==> src/rtl/rx_filter_pkg.sv <==
`timescale 1ns/1ps
package rx_filter_pkg;

  typedef enum logic [1:0] {
    ST_IDLE,
    ST_HOLD,
    ST_PASS,
    ST_DROP
  } fltState_e;

  // strobes from the control to the buffer
  typedef struct packed {
    logic wrEn;
    logic wrSop;
    logic wrEop;
    logic commit;
    logic rollback;
  } bufCmd_t;

  localparam logic [15:0] CTRL_ETYPE = 16'h8808;
  localparam logic [47:0] PAUSE_DST  = 48'h0180C2000001;
  localparam logic [15:0] PAUSE_OPC  = 16'h0001;

  localparam int BIT_ALL_UNI   = 0;
  localparam int BIT_ALL_MULTI = 1;
  localparam int BIT_FWD_CTRL  = 3;
  localparam int BIT_FWD_PAUSE = 4;
  localparam int BIT_IGN_PAUSE = 5;
  localparam int BIT_SUPP_BASE = 16;

  localparam logic [31:0] CTL_RESET = 32'h0000_0003;

endpackage

==> src/rtl/rx_filter_match.sv <==
`timescale 1ns/1ps
module rx_filter_match #(
  parameter int ADDR_W   = 48,
  parameter int NUM_SUPP = 4
) (
  input  logic [ADDR_W-1:0]          dstAddr,
  input  logic [ADDR_W-1:0]          primaryAddr,
  input  logic [NUM_SUPP*ADDR_W-1:0] suppAddr,
  input  logic [NUM_SUPP-1:0]        suppEn,
  output logic                       hit
);

  logic [NUM_SUPP-1:0] suppHit;

  for (genvar k = 0; k < NUM_SUPP; k++) begin : gSupp
    assign suppHit[k] = suppEn[k] && (suppAddr[k*ADDR_W +: ADDR_W] == dstAddr);
  end

  assign hit = (dstAddr == primaryAddr) || (|suppHit);

endmodule

==> src/rtl/rx_filter_ctrl.sv <==
`timescale 1ns/1ps
module rx_filter_ctrl
  import rx_filter_pkg::*;
#(
  parameter int ADDR_W   = 48,
  parameter int NUM_SUPP = 4,
  parameter int HDR_LEN  = 14,
  parameter int HOLD_LEN = 16
) (
  input  logic                       clk,
  input  logic                       rstN,
  input  logic                       cfgWr,
  input  logic                       cfgRxOff,
  input  logic [31:0]                cfgCtl,
  input  logic [ADDR_W-1:0]          primaryAddr,
  input  logic [NUM_SUPP*ADDR_W-1:0] suppAddr,
  input  logic [7:0]                 inData,
  input  logic                       inValid,
  input  logic                       inSop,
  input  logic                       inEop,
  output bufCmd_t                    cmd,
  output logic                       frameActive,
  output logic                       pauseReq
);

  localparam int CNT_W  = $clog2(HOLD_LEN + 1);
  localparam int MC_BIT = ADDR_W - 8;
  localparam int OCT_N  = ADDR_W / 8;

  fltState_e state, stNext;
  logic [CNT_W-1:0] cnt, cntNext, idx, lenNow;
  logic [31:0] ctlReg;
  logic offReg;

  logic [7:0] hdrReg  [HOLD_LEN];
  logic [7:0] hdrView [HOLD_LEN];

  logic holdAct, decide, keepFrame, addrHit;
  logic hdrOk, opcOk, isCtrl, isPause, isMulti;
  logic [ADDR_W-1:0] dstAddr;
  logic [15:0] etype, opcode;

  logic unusedBits;
  assign unusedBits = ^{ctlReg[31:BIT_SUPP_BASE+NUM_SUPP], ctlReg[BIT_SUPP_BASE-1:BIT_IGN_PAUSE+1],
                        ctlReg[2], hdrView[6], hdrView[7], hdrView[8], hdrView[9],
                        hdrView[10], hdrView[11]};

  // configuration registers
  always_ff @(posedge clk or negedge rstN) begin
    if (!rstN) begin
      ctlReg <= CTL_RESET;
      offReg <= 1'b0;
    end else if (cfgWr) begin
      ctlReg <= cfgCtl;
      offReg <= cfgRxOff;
    end
  end

  // receive-off is looked at only on a start byte seen in idle
  assign holdAct = inValid && ((state == ST_HOLD) ||
                               (state == ST_IDLE && inSop && !offReg));
  assign idx     = (state == ST_IDLE) ? '0 : cnt;
  assign lenNow  = idx + CNT_W'(1);
  assign decide  = holdAct && (inEop || (idx == CNT_W'(HOLD_LEN - 1)));

  // header capture; view includes the byte arriving now
  for (genvar i = 0; i < HOLD_LEN; i++) begin : gHdr
    assign hdrView[i] = (holdAct && idx == CNT_W'(i)) ? inData : hdrReg[i];
    always_ff @(posedge clk or negedge rstN) begin
      if (!rstN)                              hdrReg[i] <= '0;
      else if (holdAct && idx == CNT_W'(i))   hdrReg[i] <= inData;
    end
  end

  for (genvar o = 0; o < OCT_N; o++) begin : gDst
    assign dstAddr[ADDR_W-1-8*o -: 8] = hdrView[o];
  end

  assign etype  = {hdrView[HDR_LEN-2], hdrView[HDR_LEN-1]};
  assign opcode = {hdrView[HDR_LEN],   hdrView[HDR_LEN+1]};

  assign hdrOk   = lenNow >= CNT_W'(HDR_LEN);
  assign opcOk   = lenNow >= CNT_W'(HDR_LEN + 2);
  assign isCtrl  = hdrOk && (etype == CTRL_ETYPE);
  assign isPause = isCtrl && opcOk && (dstAddr == PAUSE_DST) && (opcode == PAUSE_OPC);
  assign isMulti = dstAddr[MC_BIT];

  rx_filter_match #(
    .ADDR_W   (ADDR_W),
    .NUM_SUPP (NUM_SUPP)
  ) uMatch (
    .dstAddr     (dstAddr),
    .primaryAddr (primaryAddr),
    .suppAddr    (suppAddr),
    .suppEn      (ctlReg[BIT_SUPP_BASE +: NUM_SUPP]),
    .hit         (addrHit)
  );

  // type policy ranks above address policy
  always_comb begin
    if (!hdrOk)        keepFrame = 1'b0;
    else if (isPause)  keepFrame = ctlReg[BIT_FWD_PAUSE];
    else if (isCtrl)   keepFrame = ctlReg[BIT_FWD_CTRL];
    else if (isMulti)  keepFrame = ctlReg[BIT_ALL_MULTI];
    else               keepFrame = ctlReg[BIT_ALL_UNI] || addrHit;
  end

  always_comb begin
    cmd     = '0;
    stNext  = state;
    cntNext = cnt;
    unique case (state)
      ST_IDLE: if (inValid && inSop && offReg) stNext = inEop ? ST_IDLE : ST_DROP;
      ST_HOLD: ;
      ST_PASS: if (inValid) begin
        cmd.wrEn   = 1'b1;
        cmd.wrEop  = inEop;
        cmd.commit = 1'b1;
        if (inEop) stNext = ST_IDLE;
      end
      ST_DROP: if (inValid && inEop) stNext = ST_IDLE;
      default: stNext = ST_IDLE;
    endcase
    if (holdAct) begin
      cmd.wrEn  = 1'b1;
      cmd.wrSop = (state == ST_IDLE);
      cmd.wrEop = inEop;
      if (decide) begin
        cntNext = '0;
        if (keepFrame) begin
          cmd.commit = 1'b1;
          stNext     = inEop ? ST_IDLE : ST_PASS;
        end else begin
          cmd.rollback = 1'b1;
          stNext       = inEop ? ST_IDLE : ST_DROP;
        end
      end else begin
        cntNext = lenNow;
        stNext  = ST_HOLD;
      end
    end
  end

  always_ff @(posedge clk or negedge rstN) begin
    if (!rstN) begin
      state    <= ST_IDLE;
      cnt      <= '0;
      pauseReq <= 1'b0;
    end else begin
      state    <= stNext;
      cnt      <= cntNext;
      pauseReq <= decide && isPause && !ctlReg[BIT_IGN_PAUSE];
    end
  end

  assign frameActive = (state != ST_IDLE);

endmodule

==> src/rtl/rx_filter_buf.sv <==
`timescale 1ns/1ps
module rx_filter_buf
  import rx_filter_pkg::*;
#(
  parameter int DEPTH = 32
) (
  input  logic       clk,
  input  logic       rstN,
  input  bufCmd_t    cmd,
  input  logic [7:0] inData,
  output logic [7:0] outData,
  output logic       outValid,
  output logic       outSop,
  output logic       outEop,
  output logic       bufEmpty
);

  localparam int AW = $clog2(DEPTH);
  localparam int PW = AW + 1;

  logic [9:0]    mem [DEPTH];
  logic [PW-1:0] wrPtr, cmPtr, rdPtr;
  logic          avail;

  assign avail    = (rdPtr != cmPtr);
  assign bufEmpty = (rdPtr == wrPtr);

  always_ff @(posedge clk) begin
    if (cmd.wrEn && !cmd.rollback) mem[wrPtr[AW-1:0]] <= {cmd.wrEop, cmd.wrSop, inData};
  end

  always_ff @(posedge clk or negedge rstN) begin
    if (!rstN) begin
      wrPtr    <= '0;
      cmPtr    <= '0;
      rdPtr    <= '0;
      outValid <= 1'b0;
      outSop   <= 1'b0;
      outEop   <= 1'b0;
      outData  <= '0;
    end else begin
      // uncommitted bytes are thrown back by rewinding the write pointer
      if (cmd.rollback)  wrPtr <= cmPtr;
      else if (cmd.wrEn) wrPtr <= wrPtr + PW'(1);
      if (cmd.commit)    cmPtr <= wrPtr + PW'(cmd.wrEn);
      if (avail) begin
        {outEop, outSop, outData} <= mem[rdPtr[AW-1:0]];
        outValid <= 1'b1;
        rdPtr    <= rdPtr + PW'(1);
      end else begin
        outValid <= 1'b0;
        outSop   <= 1'b0;
        outEop   <= 1'b0;
      end
    end
  end

endmodule

==> src/rtl/rx_accept_filter.sv <==
`timescale 1ns/1ps
module rx_accept_filter
  import rx_filter_pkg::*;
#(
  parameter int ADDR_W   = 48,
  parameter int NUM_SUPP = 4,
  parameter int HDR_LEN  = 14,
  parameter int HOLD_LEN = 16
) (
  input  logic                       clk,
  input  logic                       rstN,
  input  logic                       cfgWr,
  input  logic                       cfgRxOff,
  input  logic [31:0]                cfgCtl,
  input  logic [ADDR_W-1:0]          primaryAddr,
  input  logic [NUM_SUPP*ADDR_W-1:0] suppAddr,
  input  logic [7:0]                 inData,
  input  logic                       inValid,
  input  logic                       inSop,
  input  logic                       inEop,
  output logic [7:0]                 outData,
  output logic                       outValid,
  output logic                       outSop,
  output logic                       outEop,
  output logic                       busy,
  output logic                       pauseReq
);

  localparam int BUF_DEPTH = 2 * HOLD_LEN;

  bufCmd_t cmd;
  logic    frameActive, bufEmpty;

  rx_filter_ctrl #(
    .ADDR_W   (ADDR_W),
    .NUM_SUPP (NUM_SUPP),
    .HDR_LEN  (HDR_LEN),
    .HOLD_LEN (HOLD_LEN)
  ) uCtrl (
    .clk         (clk),
    .rstN        (rstN),
    .cfgWr       (cfgWr),
    .cfgRxOff    (cfgRxOff),
    .cfgCtl      (cfgCtl),
    .primaryAddr (primaryAddr),
    .suppAddr    (suppAddr),
    .inData      (inData),
    .inValid     (inValid),
    .inSop       (inSop),
    .inEop       (inEop),
    .cmd         (cmd),
    .frameActive (frameActive),
    .pauseReq    (pauseReq)
  );

  rx_filter_buf #(
    .DEPTH (BUF_DEPTH)
  ) uBuf (
    .clk      (clk),
    .rstN     (rstN),
    .cmd      (cmd),
    .inData   (inData),
    .outData  (outData),
    .outValid (outValid),
    .outSop   (outSop),
    .outEop   (outEop),
    .bufEmpty (bufEmpty)
  );

  assign busy = frameActive || !bufEmpty || outValid;

endmodule

==> config.mk <==
export PLATFORM = sky130hd
export DESIGN_NAME = rx_accept_filter
export DESIGN_NICKNAME = d
export VERILOG_FILES = /design/src/rtl/rx_filter_pkg.sv /design/src/rtl/rx_filter_match.sv /design/src/rtl/rx_filter_ctrl.sv /design/src/rtl/rx_filter_buf.sv /design/src/rtl/rx_accept_filter.sv
export SDC_FILE = /design/constraint.sdc
export NUM_CORES = 1
export LEC_CHECK = 0
export ABC_CLOCK_PERIOD_IN_PS = 5100
export BUFFER_PORTS_ARGS = -buffer_cell sky130_fd_sc_hd__buf_2
export CAP_MARGIN = 30
export CORE_UTILIZATION = 53
export CTS_CLUSTER_SIZE = 12
export DETAILED_ROUTE_END_ITERATION = 10
export GPL_TIMING_DRIVEN = 0
export PLACE_DENSITY = 0.76
export SYNTH_ARGS = -nofsm -noshare
export SYNTH_HDL_FRONTEND = slang
export SYNTH_SLANG_ARGS = --single-unit
export TNS_END_PERCENT = 5
==> constraint.sdc <==
create_clock -name clk -period 5.1 [get_ports clk]
set_input_delay 0.255 -clock clk [delete_from_list [all_inputs] [get_ports clk]]
set_output_delay 0.255 -clock clk [all_outputs]
set_load 0.02 [all_outputs]
==> flow_metrics.tcl, run 1 <==
set metrics [dict create \
    clk_path_buf_depth 3 \
    rows 77 \
    grt_overflow 26 \
    track_usage_pct 69.0 \
    firstError "[ERROR GRT-0232] Routing congestion too high. Check the congestion heatmap in the GUI." \
    synth.avg_cell_area_sq_um 12.7 \
    synth_compound_area_share_pct 10.0 \
    numPortBuffers 276 \
    synth_largest_area_cell "edfxtp_1" \
    synth_area_leaders "edfxtp_1 (40%), dfrtp_1 (13%), mux4_2 (9.5%)" \
    die_h_um 214 \
    die_w_um 214 \
    synth_flop_cell "edfxtp_1" \
    yosysWarnings 0 \
    status "did not finish" \
    ys_ff_latch 447 \
    synth_nets 2166 \
    cts_root_buffer "clkbuf_16" \
    synth_common_cells "edfxtp_1 (320), dfrtp_1 (125), xnor2_1 (124)" \
    ys_async_sr_fraction_pct 28.4 \
    start_util_pct 53.7 \
    io_pins 300 \
    synth_adder_area_share_pct 0.632 \
    syn_inst 1867 \
    synthDistinctLibCells 91 \
    dpl.hpwl_um 85400 \
    ys_seq_area_share_pct 53.8 \
    synth_top_family_by_area "multiplexers" \
    synth-simple-area-share_pct 11.9 \
    cts_inserted_buffers 47 \
    synth-xor-area-share_pct 7.56 \
    synth_edf_count 320 \
    yosysTopAreaCellShare_pct 40.4 \
    synthMuxAreaShare_pct 12.5 \
    syn_area_sq_um 23800 \
    htree_num_levels 2 \
    grt_start_max_net_pins 94 \
    clock_sinks 447 \
    gp_congestion 1.05 \
    postGrtWorstEndpoint "uBuf.mem[24][3]$_DFFE_PP_/DE" \
    haltStage "global routing" \
    synth_most_common_cell "edfxtp_1" \
    worstEpCategory "register input" \
]
[repair_timing]
action,4_1_cts
gates resized for setup,204
buffers inserted,41
endpoints found under the setup margin,333
cloned,8
hold buffers,14
endpoints found under the hold margin,45
pin swaps,28
[logic make-up after synthesis]
| group | Yosys count |
|---|---|
| AOI/OAI and AO/OA | 344 |
| xor gates and xnor gates | 205 |
| adders and majority gates | 12 |
| buffers and inverters | 219 |
| DFF | 447 |
| muxes | 168 |
| and+or+nand+nor | 472 |
[per-stage QoR]
| stage | hold slack [ns] | cells | util, % | setup WS, ns | instance area, sq um |
|---|---|---|---|---|---|
| 4_1_cts | 0.131 | 2933 | 66.1 | 0.00181 | 29200 |
| 3_5_place_dp | 0.203 | 2784 | 59.8 | -1.78 | 26400 |
| 3_3_place_gp | 0.424 | 2735 | 58.6 | -2.77 | 25900 |
| 2_1_floorplan | -0.0406 | 1867 | - | -0.187 | 23800 |
[metal layers]
metal / overflow / GRT usage [%]
met1: 0 / 72.8
met2: 13 / 85.6
met3: 1 / 51.7
met4: 12 / 62.5
met5: 0 / 24.6
==> run 2, diff against run 1 <==
ABC_CLOCK_PERIOD_IN_PS = 6600   (was 5100)
CORE_UTILIZATION = 40   (was 53)
CTS_CLUSTER_SIZE = default   (was 12)
PLACE_DENSITY = default   (was 0.76)
PLACE_DENSITY_LB_ADDON = 0.15   (was default)
clock period = 6.6 ns   (was 5.1 ns; I/O delays follow)
==> run 2 against run 1 <==
Compared with the run above: the flow now finishes without violations; area after synthesis unchanged; synthesized cell count unchanged.
==> flow_metrics.tcl, run 2 <==
set metrics [dict create \
    synth_largest_area_cell "edfxtp_1" \
    layout_commonest_cell "edfxtp_1" \
    crit_chain "inv_1, ha_1, clkbuf_1, and4bb_2, nand2_2, a21oi_1, buf_4, xnor2_1, nor4b_1, or4b_1, or4_1, o311ai_2, o21ai_2, nand2_1, buf_2, and4_1" \
    clock_sinks 447 \
    drv_slew 0 \
    finalSetupViolCount 0 \
    slowest_stage "nor4b_1" \
    drc 0 \
    status "finished clean" \
    rows 88 \
    end_kind "flip-flop" \
    yosysTopAreaCellShare_pct 40.4 \
    final_cell_mix "edfxtp_1 (320), buf_2 (288), dfrtp_1 (125)" \
    ys_async_sr_fraction_pct 28.4 \
    grt_overflow 0 \
    switching_share_pct 40.3 \
    die_h_um 246 \
    crit_fanout 10 \
    drt_iter0_markers 1777 \
    required_ns 6.82 \
    drv_cap 0 \
    drive_gt1_share_pct 26.2 \
    slowest_delay_ns 0.78 \
    crit_type "reg -> reg" \
    antenna_found_initial 4 \
    insertion_delay_ns 0.62 \
    rsz0062_at_grt "no" \
    layout.nets 2562 \
    p_int_mw 7.01 \
    synth.avg_cell_area_sq_um 12.7 \
    power_frac_seq_pct 31.5 \
    worst_pin_slew_ns 1.11 \
    drt_first_pass_iters 6 \
    comb_power_share_pct 44.3 \
    synth_common_cells "edfxtp_1 (320), dfrtp_1 (125), xnor2_1 (124)" \
    preCtsSetupSlack_ns -0.581 \
    ant_nets 0 \
    dpl.hpwl_um 82800 \
    htree_num_levels 2 \
    pwr-share-clk_pct 24.1 \
    ir_drop_mv 0.287 \
    io_pins 300 \
    gp_congestion 1.00 \
    largest_reg_flops 320 \
    synthDistinctLibCells 91 \
    fin_crit_ns 6.55 \
    die_w_um 246 \
    synth_edf_count 320 \
    grt_pass1_wl_um 148000 \
    worst-r2r-setup-slack_ns 0.05 \
    ys_ff_latch 447 \
    min_path_type "in -> async" \
    cts_root_buffer "clkbuf_16" \
    area_growth_pct 20.6 \
    wl_per_cell_um 34.6 \
    yosysWarnings 0 \
    rr_endpoint "uBuf.mem[5][1]$_DFFE_PP_" \
    track_usage_pct 35.5 \
    cts_inserted_buffers 49 \
    p_sw_mw 4.72 \
    drt-total-wl_um 106000 \
    reg2regPathDepth 16 \
    clk_pin_slew_ns 0.06 \
    fin_skew_ns 0.0434 \
    fp.dieArea_sq_um 60400 \
    grt_start_max_net_pins 88 \
    core-area_sq_um 58100 \
    critPathArrivalTime_ns 6.77 \
    vias_per_cell 6.19 \
    startpoint_type "flip-flop" \
    start_util_pct 40.9 \
    synth_flop_cell "edfxtp_1" \
    synth_nets 2166 \
    cts_tree "built" \
    ys_seq_area_share_pct 53.8 \
    grt_pass1_vias 18900 \
    timing.hold.ws_ns 0.279 \
    max_freq_mhz 153 \
    stdcell_count 3070 \
    numPortBuffers 276 \
    timing.final.ws_setup_ns 0.0511 \
    timing.rr.start "uCtrl.state[1]$_DFFE_PN0P_" \
    syn_area_sq_um 23800 \
    period_share_pct 99.2 \
    p_per_area_nw_per_um2 409 \
    vias 19000 \
    hold_violations 0 \
    clk_path_buf_depth 3 \
    synth_most_common_cell "edfxtp_1" \
    dp.cells 2958 \
    syn_inst 1867 \
    slew_headroom_pct 25.9 \
    p_leak_nw 10.7 \
    synth_area_leaders "edfxtp_1 (40%), dfrtp_1 (13%), mux4_2 (9.5%)" \
]
[run 2: power groups by stage]
stage	logic (mW)	registers [mW]	clock network [mW]
3_5_place_dp	5.09	3.73	0
5_1_grt	5.42	3.71	2.97
2_1_floorplan	2.95	3.63	0
4_1_cts	5.12	3.68	2.87
3_3_place_gp	4.87	3.73	0
6_report	5.20	3.70	2.83
[run 2: final cells by class]
| cell class | instances | area (sq um) |
|---|---|---|
| sequential | 447 | 12800 |
| clock buffer | 73 | 1430 |
| buffer | 114 | 460 |
| inverter | 104 | 390 |
| fill | 5169 | 29500 |
| antenna | 1 | 2.50 |
| tap | 765 | 957 |
| multi-input combinational | 1201 | 10200 |
| clock inverter | 19 | 238 |
| timing repair buffer | 346 | 2160 |
[run 2: kinds of logic (layout without fill, tap and decap cells)]
kind of cell / after synthesis / after routing / synth area share (%)
flops: 447 / 447 / 53.8
xor+xnor: 205 / 205 / 7.56
other cells: 0 / 1 / 0
mux: 168 / 168 / 12.5
compound gates: 344 / 344 / 10.0
fa+ha+maj: 12 / 12 / 0.632
simple gates: 472 / 472 / 11.9
buf+inv: 219 / 656 / 3.57
[run 2: worst max-delay path by stage]
| stage | from | end | slack, ns | depth (start not counted) |
|---|---|---|---|---|
| global placement | inData[5] | uBuf.mem[20][3]$_DFFE_PP_ | -2.31 | 13 |
| finish | uCtrl.state[1]$_DFFE_PN0P_ | uBuf.mem[5][1]$_DFFE_PP_ | 0.05 | 16 |
| global route | uCtrl.state[1]$_DFFE_PN0P_ | uBuf.mem[27][2]$_DFFE_PP_ | 0.0004 | 17 |
| detailed placement | inData[5] | uBuf.mem[21][3]$_DFFE_PP_ | -0.58 | 15 |
| floorplan | uCtrl.cnt[2]$_DFFE_PN0P_ | uBuf.mem[20][0]$_DFFE_PP_ | 0.97 | 13 |
| CTS | inData[5] | uBuf.mem[22][7]$_DFFE_PP_ | 0.1 | 15 |
[run 2: critical path: cells and delay by family (launching register included)]
| kind | cells | cell delay [ns] |
|---|---|---|
| AO/OA/AOI/OAI | 3 | 0.97 |
| XOR/XNOR | 1 | 0.15 |
| adder cells (fa/ha/maj) | 1 | 0.20 |
| buffers and inverters | 4 | 0.95 |
| flip-flops | 1 | 0.42 |
| AND/OR/NAND/NOR | 7 | 3.48 |
[run 2: per-layer routing]
metal	GRT usage (%)	up-vias	wire length (um)	share of wire, %
li1	-	8029	-	-
met1	43.8	9556	40700	38
met2	58.5	1105	50500	47
met3	5.71	322	7390	6.9
met4	21.8	4	7740	7.3
met5	0	-	23	0.022
[run 2: stage by stage]
step,util [%],power [mW],cell area [sq um],TNS [ns]
floorplan,-,6.58,23800,0
global placement,44.9,8.59,26100,-316.29
detailed placement,45.9,8.82,26700,-120.07
CTS,49.1,11.7,28600,0
global route,49.3,12.1,28600,0
finish,49.3,11.7,28600,0
[run 2: repair_timing]
item,4_1_cts,5_1_grt
setup endpoints to repair,218,204
gates resized for setup,6,15
pin swaps,3,2
buffers inserted,4,1
endpoints found under the hold margin,51,0
hold buffers,14,0
No activity file was read; power rests on OpenSTA's default activity.
==> run 3, diff against run 2 <==
SYNTH_HIERARCHICAL = 1   (was default)
==> run 3 against run 2 <==
Compared with the run above: fmax increased by 2.6%; synthesized cell count decreased by 21%; utilization decreased by 0.42 points; wire length decreased by 38%; final cell count decreased by 16%; flip-flop and latch count unchanged; clock power decreased by 7%; non-clock buffer count decreased by 47; largest cell class unchanged; highest routed layer is now met4.
==> flow_metrics.tcl, run 3 <==
set metrics [dict create \
    status "finished clean" \
    start_util_pct 40.6 \
    gp_congestion 0.909 \
    startpoint_type "flip-flop" \
    drt_iter0_markers 880 \
    clock_sinks 447 \
    drt-total-wl_um 66100 \
    rr_endpoint "uBuf/mem[28][3]$_DFFE_PP_" \
    slowest_stage "nor4_1" \
    clk_pin_slew_ns 0.06 \
    cts_tree "built" \
    vias_per_cell 5.41 \
    ys_ff_latch 447 \
    wl_per_cell_um 25.8 \
    antenna_found_initial 0 \
    hold_path_end "uCtrl/ctlReg[16]$_DFFE_PN0P_" \
    synth_nets 1784 \
    ir_drop_mv 0.211 \
    yosysTopAreaCellShare_pct 44.7 \
    grt_pass1_wl_um 96300 \
    grt_overflow 0 \
    synth_largest_area_cell "edfxtp_1" \
    min_path_type "in -> reg" \
    area_growth_pct 20.2 \
    drt_first_pass_iters 7 \
    final_cell_mix "edfxtp_1 (320), buf_2 (298), xnor2_1 (145)" \
    track_usage_pct 24.6 \
    crit_type "reg -> reg" \
    diodes 0 \
    rows 84 \
    vias 13900 \
    yosysWarnings 6 \
    layout.nets 2139 \
    insertion_delay_ns 0.59 \
    synth_area_leaders "edfxtp_1 (45%), dfrtp_1 (15%), mux4_2 (8.1%)" \
    hold-path-cell-count 2 \
    timing.rr.start "uCtrl/state[0]$_DFFE_PN0P_" \
    synthDistinctLibCells 79 \
    rsz0062_at_grt "no" \
    crit_chain "inv_1, ha_1, buf_4, and4b_1, buf_2, nand2_1, mux2_2, clkbuf_1, xor2_1, nor4_1, nand4_1, nor3_1, or4_1, or2_2, mux2i_1, nand2_1, o211ai_1, and2_1, nor2b_2, nand2_2, nor2_1, buf_4" \
    end_kind "flip-flop" \
    p_leak_nw 9.66 \
    layout_commonest_cell "edfxtp_1" \
    period_share_pct 96.7 \
    synth_most_common_cell "edfxtp_1" \
    fin_skew_ns 0.0272 \
    p_per_area_nw_per_um2 410 \
    dpl.hpwl_um 49100 \
    htree_num_levels 2 \
    hp-start "cfgCtl[16]" \
    fin_total_pwr_mw 10.6 \
    synth_common_cells "edfxtp_1 (320), xnor2_1 (145), dfrtp_1 (125)" \
    cts_setup_buffers 0 \
    grt_pass1_vias 14500 \
    synth.avg_cell_area_sq_um 14.5 \
    dp.cells 2478 \
    finalSetupViolCount 0 \
    largest_reg_flops 320 \
    drive_gt1_share_pct 34.3 \
    timing.final.ws_setup_ns 0.220 \
    numPortBuffers 275 \
    worst_pin_slew_ns 0.967 \
    synth_edf_count 320 \
    syn_area_sq_um 21500 \
    drv_slew 0 \
    drv_cap 0 \
    ant_nets 0 \
    critPathArrivalTime_ns 6.65 \
    required_ns 6.87 \
    synth_flop_cell "edfxtp_1" \
    core-area_sq_um 52900 \
    drc 0 \
    fin_crit_ns 6.38 \
    reg2regPathDepth 22 \
    clk_path_buf_depth 3 \
    grt_start_max_net_pins 70 \
    cts_inserted_buffers 48 \
    worst-r2r-setup-slack_ns 0.22 \
    ys_seq_area_share_pct 59.5 \
    fp.dieArea_sq_um 54600 \
    io_pins 300 \
    crit_fanout 10 \
    hold_violations 0 \
    stdcell_count 2565 \
    die_w_um 234 \
    slowest_delay_ns 0.85 \
    syn_inst 1484 \
    slew_headroom_pct 35.0 \
    die_h_um 234 \
    fin_tns_setup_ns 0 \
    ys_async_sr_fraction_pct 28.4 \
    cts_root_buffer "clkbuf_16" \
    preCtsSetupSlack_ns -0.826 \
    max_freq_mhz 157 \
]
[run 3: through the flow]
| step | hold WS [ns] | util [%] | area (sq um) |
|---|---|---|---|
| 2_1_floorplan | 0.0344 | - | 21500 |
| 3_3_place_gp | 0.433 | 44.9 | 23700 |
| 3_5_place_dp | 0.392 | 45.5 | 24100 |
| 4_1_cts | 0.00866 | 48.9 | 25800 |
| 5_1_grt | 0.0125 | 48.9 | 25800 |
| 6_report | 0.0354 | 48.9 | 25800 |
[run 3: timing repair]
| action | CTS | global route |
|---|---|---|
| setup endpoints to repair | 322 | 254 |
| hold endpoints to repair | 74 | 0 |
| gates resized for setup | 45 | 3 |
| hold buffers | 9 | 0 |
[run 3: layout make-up]
class / count / area [sq um]
plain buffers: 98 / 477
clock buffers: 70 / 1340
clock inverters: 18 / 201
fillers: 4720 / 27000
inverters: 45 / 169
multi-input cells: 884 / 8190
flip-flops and latches: 447 / 12800
well taps: 688 / 861
repair buffers: 315 / 1810
[run 3: worst max-delay path by stage]
stage	from	to	slack [ns]	cells after the start
after CTS	uCtrl/state[0]$_DFFE_PN0P_	uBuf/mem[6][7]$_DFFE_PP_	0.02	24
after detailed placement	uCtrl/state[0]$_DFFE_PN0P_	uBuf/mem[29][1]$_DFFE_PP_	-0.83	24
after floorplan	uCtrl/state[0]$_DFFE_PN0P_	uBuf/mem[10][0]$_DFFE_PP_	1.43	24
final	uCtrl/state[0]$_DFFE_PN0P_	uBuf/mem[28][3]$_DFFE_PP_	0.22	22
after global placement	uCtrl/state[0]$_DFFE_PN0P_	uBuf/mem[4][0]$_DFFE_PP_	-1.24	24
after global routing	uCtrl/state[0]$_DFFE_PN0P_	uBuf/mem[28][3]$_DFFE_PP_	0.02	24
[run 3: critical path, delay by kind of cell (launching register included)]
family | cells | cell delay, ns
and+or+nand+nor | 12 | 3.32
buffers and inverters | 5 | 1.33
muxes | 2 | 0.45
DFF | 1 | 0.42
adders and majority gates | 1 | 0.22
AOI/OAI and AO/OA | 1 | 0.17
xor gates and xnor gates | 1 | 0.14
[run 3: metal layers]
| metal | wire (um) | track usage, % | vias to the layer above |
|---|---|---|---|
| met2 | 34700 | 44.6 | 451 |
| li1 | - | - | 6279 |
| met5 | 0 | 0 | - |
| met1 | 25900 | 29.3 | 7056 |
| met4 | 2340 | 8.87 | 0 |
| met3 | 3050 | 3.87 | 92 |
[run 3: logic make-up (layout without fill, tap and decap cells)]
| group | after synthesis | in the layout | synth area share (%) |
|---|---|---|---|
| fa+ha+maj | 13 | 13 | 0.757 |
| flops | 447 | 447 | 59.5 |
| xor+xnor | 238 | 238 | 9.70 |
| mux | 200 | 200 | 14.8 |
| simple gates | 322 | 322 | 8.43 |
| buf+inv | 153 | 546 | 3.17 |
| compound gates | 111 | 111 | 3.62 |
[run 3: report_power, final]
group          leakage, nW  switching, mW  internal [mW]  total [mW]
sequential            4.51          0.183           3.37        3.55
clock                0.739           1.09           1.56        2.64
combinational         4.41           2.61           1.78        4.39
